--- config.mk ---
export PLATFORM = sky130hd
export DESIGN_NAME = otr_key_port
export DESIGN_NICKNAME = d
export VERILOG_FILES = /design/src/rtl/otr_pkg.sv /design/src/rtl/otr_addr_dec.sv /design/src/rtl/otr_key_store.sv /design/src/rtl/otr_lock_bit.sv /design/src/rtl/otr_key_port.sv
export SDC_FILE = /design/constraint.sdc
export NUM_CORES = 1
export LEC_CHECK = 0
export BUFFER_PORTS_ARGS = -buffer_cell sky130_fd_sc_hd__buf_2
export CORE_MARGIN = 2
export CORE_UTILIZATION = 49
export DETAILED_ROUTE_END_ITERATION = 10
export PLACE_DENSITY = 0.77
export SYNTH_ARGS = -nofsm -noshare
export SYNTH_HDL_FRONTEND = slang
export SYNTH_HIERARCHICAL = 1
export SYNTH_SLANG_ARGS = --single-unit
--- constraint.sdc ---
create_clock -name clk -period 6.1 [get_ports clk]
set_clock_uncertainty 0.05 [all_clocks]
set_input_delay 0.61 -clock clk [delete_from_list [all_inputs] [get_ports clk]]
set_output_delay 0.61 -clock clk [all_outputs]
set_load 0.01 [all_outputs]
--- src/rtl/otr_pkg.sv ---
package otr_pkg;
    localparam int unsigned WORD_W    = 32;
    localparam int unsigned KEY_WORDS = 8;
    localparam int unsigned ADDR_W    = 8;
    localparam logic [ADDR_W-1:0] KEY_BASE  = 8'h20;
    localparam logic [ADDR_W-1:0] CTRL_ADDR = 8'h4C;
    localparam int unsigned LOCK_POS  = 16;

    // Target of a decoded read
    typedef enum logic [1:0] {
        SEL_NONE = 2'd0,
        SEL_KEY  = 2'd1,
        SEL_CTRL = 2'd2
    } rd_sel_e;

    // Control register image for a given lock state
    function automatic logic [WORD_W-1:0] ctrl_image(input logic lock);
        logic [WORD_W-1:0] v;
        v = '0;
        v[LOCK_POS] = lock;
        return v;
    endfunction
endpackage

--- src/rtl/otr_addr_dec.sv ---
module otr_addr_dec
    import otr_pkg::*;
#(
    parameter int unsigned AW    = ADDR_W,
    parameter int unsigned NW    = KEY_WORDS,
    parameter logic [AW-1:0] BASE = KEY_BASE,
    parameter logic [AW-1:0] CTRL = CTRL_ADDR,
    localparam int unsigned IW   = (NW > 1) ? $clog2(NW) : 1,
    localparam int unsigned OW   = AW - 2
) (
    input  logic [AW-1:0] addr,
    output rd_sel_e       sel,
    output logic [IW-1:0] idx
);
    logic [AW-1:0] off;
    logic [OW-1:0] woff;

    always_comb begin
        off  = addr - BASE;
        woff = off[AW-1:2];
        idx  = woff[IW-1:0];
        if ((addr >= BASE) && (off[1:0] == 2'b00) && (woff < OW'(NW)))
            sel = SEL_KEY;
        else if (addr == CTRL)
            sel = SEL_CTRL;
        else
            sel = SEL_NONE;
    end
endmodule

--- src/rtl/otr_key_store.sv ---
module otr_key_store
    import otr_pkg::*;
#(
    parameter int unsigned WW  = WORD_W,
    parameter int unsigned NW  = KEY_WORDS,
    localparam int unsigned IW = (NW > 1) ? $clog2(NW) : 1
) (
    input  logic              clk,
    input  logic              rst,
    input  logic              load,
    input  logic [NW*WW-1:0]  key_in,
    input  logic              take,
    input  logic [IW-1:0]     idx,
    output logic [WW-1:0]     word_out,
    output logic [NW-1:0]     consumed
);
    logic [WW-1:0] store [NW];

    for (genvar g = 0; g < NW; g++) begin : g_word
        always_ff @(posedge clk) begin
            if (rst) begin
                store[g]    <= '0;
                consumed[g] <= 1'b0;
            end else if (load) begin
                store[g]    <= key_in[g*WW +: WW];
                consumed[g] <= 1'b0;
            end else if (take && (idx == IW'(g))) begin
                consumed[g] <= 1'b1;
            end
        end
    end

    // A consumed word yields zero
    assign word_out = consumed[idx] ? '0 : store[idx];
endmodule

--- src/rtl/otr_lock_bit.sv ---
module otr_lock_bit
    import otr_pkg::*;
#(
    parameter int unsigned AW = ADDR_W,
    parameter int unsigned WW = WORD_W,
    parameter logic [AW-1:0] CTRL = CTRL_ADDR,
    parameter int unsigned POS = LOCK_POS
) (
    input  logic          clk,
    input  logic          rst,
    input  logic          wr_en,
    input  logic [AW-1:0] wr_addr,
    input  logic [WW-1:0] wr_data,
    output logic          lock
);
    logic unused_wr_bits;
    assign unused_wr_bits = ^wr_data;

    // Sticky: only reset clears it
    always_ff @(posedge clk) begin
        if (rst)
            lock <= 1'b0;
        else if (wr_en && (wr_addr == CTRL) && wr_data[POS])
            lock <= 1'b1;
    end
endmodule

--- src/rtl/otr_key_port.sv ---
module otr_key_port
    import otr_pkg::*;
#(
    parameter int unsigned WW  = WORD_W,
    parameter int unsigned NW  = KEY_WORDS,
    parameter int unsigned AW  = ADDR_W,
    localparam int unsigned IW = (NW > 1) ? $clog2(NW) : 1
) (
    input  logic             clk,
    input  logic             rst,
    input  logic             key_load,
    input  logic [NW*WW-1:0] key_in,
    input  logic             rd_en,
    input  logic [AW-1:0]    rd_addr,
    output logic             rd_valid,
    output logic [WW-1:0]    rd_data,
    input  logic             wr_en,
    input  logic [AW-1:0]    wr_addr,
    input  logic [WW-1:0]    wr_data
);
    rd_sel_e       dec_sel;
    logic [IW-1:0] dec_idx;
    logic [WW-1:0] word_out;
    logic [NW-1:0] consumed;
    logic          lock_q;
    logic          take;
    logic [WW-1:0] data_d;

    otr_addr_dec #(.AW(AW), .NW(NW), .BASE(KEY_BASE), .CTRL(CTRL_ADDR)) u_dec (
        .addr(rd_addr), .sel(dec_sel), .idx(dec_idx)
    );

    assign take = rd_en && (dec_sel == SEL_KEY) && !lock_q;

    otr_key_store #(.WW(WW), .NW(NW)) u_store (
        .clk(clk), .rst(rst), .load(key_load), .key_in(key_in),
        .take(take), .idx(dec_idx), .word_out(word_out), .consumed(consumed)
    );

    otr_lock_bit #(.AW(AW), .WW(WW), .CTRL(CTRL_ADDR), .POS(LOCK_POS)) u_lock (
        .clk(clk), .rst(rst), .wr_en(wr_en), .wr_addr(wr_addr),
        .wr_data(wr_data), .lock(lock_q)
    );

    always_comb begin
        data_d = '0;
        if (rd_en) begin
            unique case (dec_sel)
                SEL_KEY:  data_d = lock_q ? '0 : word_out;
                SEL_CTRL: data_d = ctrl_image(lock_q);
                default:  data_d = '0;
            endcase
        end
    end

    always_ff @(posedge clk) begin
        if (rst) begin
            rd_valid <= 1'b0;
            rd_data  <= '0;
        end else begin
            rd_valid <= rd_en;
            rd_data  <= data_d;
        end
    end
endmodule

Yosys cells after proc, flatten, opt, wreduce, memory -nomap -nowiden

Memories as Yosys holds them, arrays and structs flattened.
Index checks and enable logic that the tools add are counted.

Bits in registers: 42
RAM bits: 256
Logic and storage cells: 75
Memories: 1

$add $sub $neg: 1
Order comparisons: 3
Eq/ne operators: 11
Muxes and demuxes: 20
Bitwise operators: 9
Reduce and logical (&&, ||, !) cells: 19

Memory list:

| name          | depth | width | rd ports | clocked after memory_dff | write ports | RTL line            | source |
|---|---|---|---|---|---|---|---|
| u_store.store | 8     | 32    | 1        | 0                        | 8           | otr_key_store.sv:17 | `logic [WW-1:0] store [NW];` |

Operators with widths:

| operator            | count |
|---|---|
| $mux 32             | 10 |
| $pmux 32 s2         | 1 |
| $eq 8x7->1 const B  | 2 |
| $logic_and 1x1->1   | 14 |
| $eq 3x3->1 const B  | 4 |
| $ge 8x6->1 const B  | 1 |
| $or 1x1->1          | 8 |
| $sub 8x6->8 const B | 1 |
| $eq 3x2->1 const B  | 2 |
| $lt 6x4->1 const B  | 1 |
| $mux 1              | 6 |
| $lt 3x4->1 const B  | 1 |
| $mux 2              | 2 |
| $reduce_or 2->1     | 2 |
| $bmux 1 s3          | 1 |
| $eq 3x1->1 const B  | 1 |
| $logic_not 3->1     | 1 |
| $eq 2x1->1 const B  | 1 |
| $eq 2x2->1 const B  | 1 |
| $logic_not 2->1     | 1 |
| $logic_not 1->1     | 1 |
| $not 1->1           | 1 |

Logic depth before layout (Yosys ltp)

Word-level depth: 9
Mapped depth: 11
Mapped depth without buffers: 10

Hierarchy

Netlist, hierarchy kept.

Modules (own cells, without submodules):

| module        | instances | cells each | area an instance (um2) | seq. area each (um2) |
|---|---|---|---|---|
| otr_key_store | 1         | 908        | 12394.4                | 7847.5 |
| otr_key_port  | 1         | 114        | 1211.2                 | 660.6 |
| otr_addr_dec  | 1         | 11         | 82.6                   | 0.0 |
| otr_lock_bit  | 1         | 6          | 62.6                   | 20.0 |

Least setup slack after synthesis

Ideal clock, no wire load.

Kind: input to register
Start point: input port key_load
End point: memory u_store/store[0][0] (netlist bit) (enable)
Data arrival time: 5694 ps
Data required time: 5440 ps
Slack: -255 ps
Stages: 2
Path through: nor2_1 inv_1

RTL lines:

| what            | RTL line            | source |
|---|---|---|
| start, declared | otr_key_port.sv:11  | `input logic key_load,` |
| end, declared   | otr_key_store.sv:17 |  |

==> results.txt <==
The flow ran to the end, and the final reports show no timing, DRC or antenna violations. The share of the synthesized area in compound gates (AO/OA/AOI/OAI) is less than 1%. After synthesis, the share of flip-flops with an asynchronous set or reset is 0%. The number of flops mapped to enable cells by yosys came out at ~260. The width of the die is approximately 170 µm.

The routed wire length is ~32000 µm. The core area is 0.0277 mm². The path depth of the worst reg2reg path is 6. The critical-path maximum fanout came out at between 150 and 200. The post-placement cell area is 0.0154 mm². Sequential cells were found to cover between 60% and 70% of the synthesized design area. The critical path is of the in -> reg type.

The top-area cell type share of the netlist area came out at 55.9%. The detailed router finished its first iteration with between 600 and 700 violations. The worst setup path is launched from an input pin. The worst register-to-register path has a setup slack of 3.95 ns. The effective utilization at floorplan is between 40 and 50%. The most used flip-flop cell after synthesis is sky130_fd_sc_hd__edfxtp_1.

The final number of hold-violating endpoints is 0. Once detail routing completed, the nets flagged for antenna violations numbered 0. The clock transition at the registers of the reported paths is ~0.06 ns.

The count of different cell masters after synthesis is 35. The global placement routability congestion is 0.778. The required time of the critical path is ~6.2 ns. Across the VDD grid, the largest voltage drop is between 0.2 and 0.25 mV. The multiplexer area fraction after synthesis came out at about 11%. The worst hold-check path type is in -> reg. Power spread over the standard cell area amounts to 287 mW/mm². The data arrival time at the worst-slack endpoint came out at between 3 and 4 ns. The number of remaining DRC errors came out at 0. In the post-synthesis netlist, the biggest area contributors are sky130_fd_sc_hd__edfxtp_1, sky130_fd_sc_hd__and2_1, sky130_fd_sc_hd__mux2_2. The count of pins over their slew limit is 0. Cells with a size suffix above 1 make up 40.3% of the layout. Setup violations remaining at the end of the flow were counted as 0. STA classifies the critical path endpoint as a flip-flop. After clock tree synthesis, the repair step resized 0 gates. Global routing finished with a remaining overflow of 0. The worst-case hold path end point is u_store/store[2][18]$_SDFFCE_PN0P_. The number of buffers created by CTS is 31. The die is about 170 µm tall. The maximum number of pins on one net before global-route repair is between 150 and 200. The mean instance size in the synthesized netlist came out at 13.2 µm². The adder and majority gate portion of the synthesized area is less than 1%. After synthesis, the largest family of logic cells by area is simple AND/OR/NAND/NOR gates. The final HPWL from detailed placement is a little over 20000 µm. The post-synthesis register bit count is around 300.

sky130_fd_sc_hd__edfxtp_1 takes more of the synthesized area than any other cell. Dividing the detail-routed via count by the number of cells gives ~5.2. After clock tree synthesis, the setup repair step added 0 buffers. The area of all placed cells without fillers came out at ~0.017 mm². The maximum clock frequency is roughly 340 MHz. The commonest cells after synthesis are sky130_fd_sc_hd__and2_1, sky130_fd_sc_hd__edfxtp_1, sky130_fd_sc_hd__mux2_2, sky130_fd_sc_hd__nand3_1, sky130_fd_sc_hd__dfxtp_1. The total number of vias is 9014.

Setup repair after global routing left no endpoint under its margin. The post-synthesis share of cell area spent on xor and xnor gates is less than 1%. The count of standard-cell rows is 61.

The first global-routing pass estimated around 48000 µm of wire. Across every metal layer, demand over resource in global routing totals 21.1%. The quantity of I/O buffers inserted on ports came out at 310.

The deepest clock path buffer count came out at 3. The summed negative setup slack over all endpoints came out at 0 ns. The number of clock sinks came out at 298. The average wire length per cell after detail routing came out at ~19 µm. Summing internal, switching and leakage power gives about 0.0047 W. The relative area change from synthesis to final layout came out at 20.1%. The simple-gate area share of the yosys netlist is 21.2%.

TritonCTS built the clock tree. Yosys printed 6 warnings. The number of nets in the layout came out at ~1600. The static leakage power came out at approximately 6.8 nW. The depth of the worst hold-timing path is 2.

The synthesized net count is ~1400. The mapped netlist covers roughly 0.014 mm². The start point of the worst hold path is key_in[82]. The H-tree depth reported by CTS is 1. The first detailed-routing pass took 6 iterations. The portion of the clock cycle consumed by the worst path in the final layout is between 40 and 50%.

The placed cell count came out at 1658. At the pin with the least slew margin, the transition time is ~1.1 ns. The max-cap violation count came out at 0.

The dominant cell by count in the synthesized netlist is sky130_fd_sc_hd__and2_1. The shortest clock period the worst path allows after layout came out at about 2.9 ns. Across all hold checks on the routed design, the worst slack comes to roughly 0.28 ns.

In this run the critical register-to-register path is launched from u_store/consumed[1]$_SDFFE_PP0P_. The clock latency on the worst-skew pair came out at about 0.55 ns. In this run the count of I/O pins placed on the die edge is about 340. The tightest slew margin relative to the limit came out at 23.6%. The synthesized instance count is slightly above 1000. In this run the critical register-to-register path is captured at rd_data[30]$_SDFF_PP0_. The count of hold-fix buffers inserted at cts came out at 0. The number of global-route vias before repair came out at 8875. The post-layout instance count excluding filler cells is 1722.

The initial antenna violation count came to 7. The die footprint is 0.0294 mm². The cell sitting at the root of the clock tree is a sky130_fd_sc_hd__clkbuf_16.
## state kept, by name, summed over array words and instances, names as in the netlist
name / cells
rd_valid: 1
u_lock/lock: 1
u_store/store: 256
u_store/consumed: 8
rd_data: 32
## worst max-delay path, stage by stage
cell and delay [ns]:
sky130_fd_sc_hd__buf_2 0.17, sky130_fd_sc_hd__nor2_1 0.39, sky130_fd_sc_hd__clkinvlp_4 1.04, sky130_fd_sc_hd__buf_12 0.61
## power by group
part	switching, W	internal (W)
sequential	0.0000338	0.00237
clock	0.000743	0.00119
combinational	0.000203	0.000204
## routing by layer
layer	part of all wire, %	vias to the layer above	global-route usage (%)
met2	49	395	36.4
met3	7.8	66	3.91
li1	-	4254	-
met5	0.072	-	0
met4	2.6	4	6.67
met1	40	4295	27.0
## logic make-up after synthesis
kind of cell,after synthesis
AO/OA/AOI/OAI,10
flip-flops,298
XOR/XNOR,1
buffers and inverters,119
AND/OR/NAND/NOR,476
multiplexers,132
adder cells (fa/ha/maj),3
## cell usage in the layout (no fill, tap or decap), types with 8 or more instances in the layout
cell type and count:
sky130_fd_sc_hd__nor2_1 8, sky130_fd_sc_hd__clkbuf_1 9, sky130_fd_sc_hd__and2_1 256, sky130_fd_sc_hd__inv_1 38, sky130_fd_sc_hd__buf_4 10, sky130_fd_sc_hd__nand4_1 32, sky130_fd_sc_hd__dfxtp_1 42, sky130_fd_sc_hd__nor3_2 29
sky130_fd_sc_hd__mux2_2 128, sky130_fd_sc_hd__buf_2 309, sky130_fd_sc_hd__edfxtp_1 256, sky130_fd_sc_hd__nand3_1 128, sky130_fd_sc_hd__clkbuf_16 31
## worst max-delay path by stage
stage / from / cells after the start / end
final: rst / 4 / u_store/store[0][24]$_SDFFCE_PN0P_
after detailed placement: rst / 4 / u_store/store[7][23]$_SDFFCE_PN0P_
after global placement: rst / 4 / u_store/store[6][19]$_SDFFCE_PN0P_
after global routing: rst / 4 / u_store/store[0][25]$_SDFFCE_PN0P_
after CTS: rst / 4 / u_store/store[2][24]$_SDFFCE_PN0P_
after floorplan: key_load / 2 / u_store/store[0][0]$_SDFFCE_PN0P_
## metrics by stage
stage	utilization, %	setup slack (ns)
3_5_place_dp	55.6	2.65
2_1_floorplan	-	0.781
3_3_place_gp	55.6	2.72
6_report	59.6	3.15
4_1_cts	59.5	3.21
5_1_grt	59.6	2.96
## layout make-up
| class | count | area (µm²) |
|---|---|---|
| clock buffers | 47 | 906 |
| flip-flops and latches | 298 | 8530 |
| fillers | 2251 | 11200 |
| inverters | 39 | 150 |
| well taps | 378 | 473 |
| multi-input cells | 622 | 4610 |
| clock inverters | 11 | 159 |
| repair buffers | 322 | 1670 |
| diodes | 5 | 12.5 |
Power figures use the tool's default switching activity.
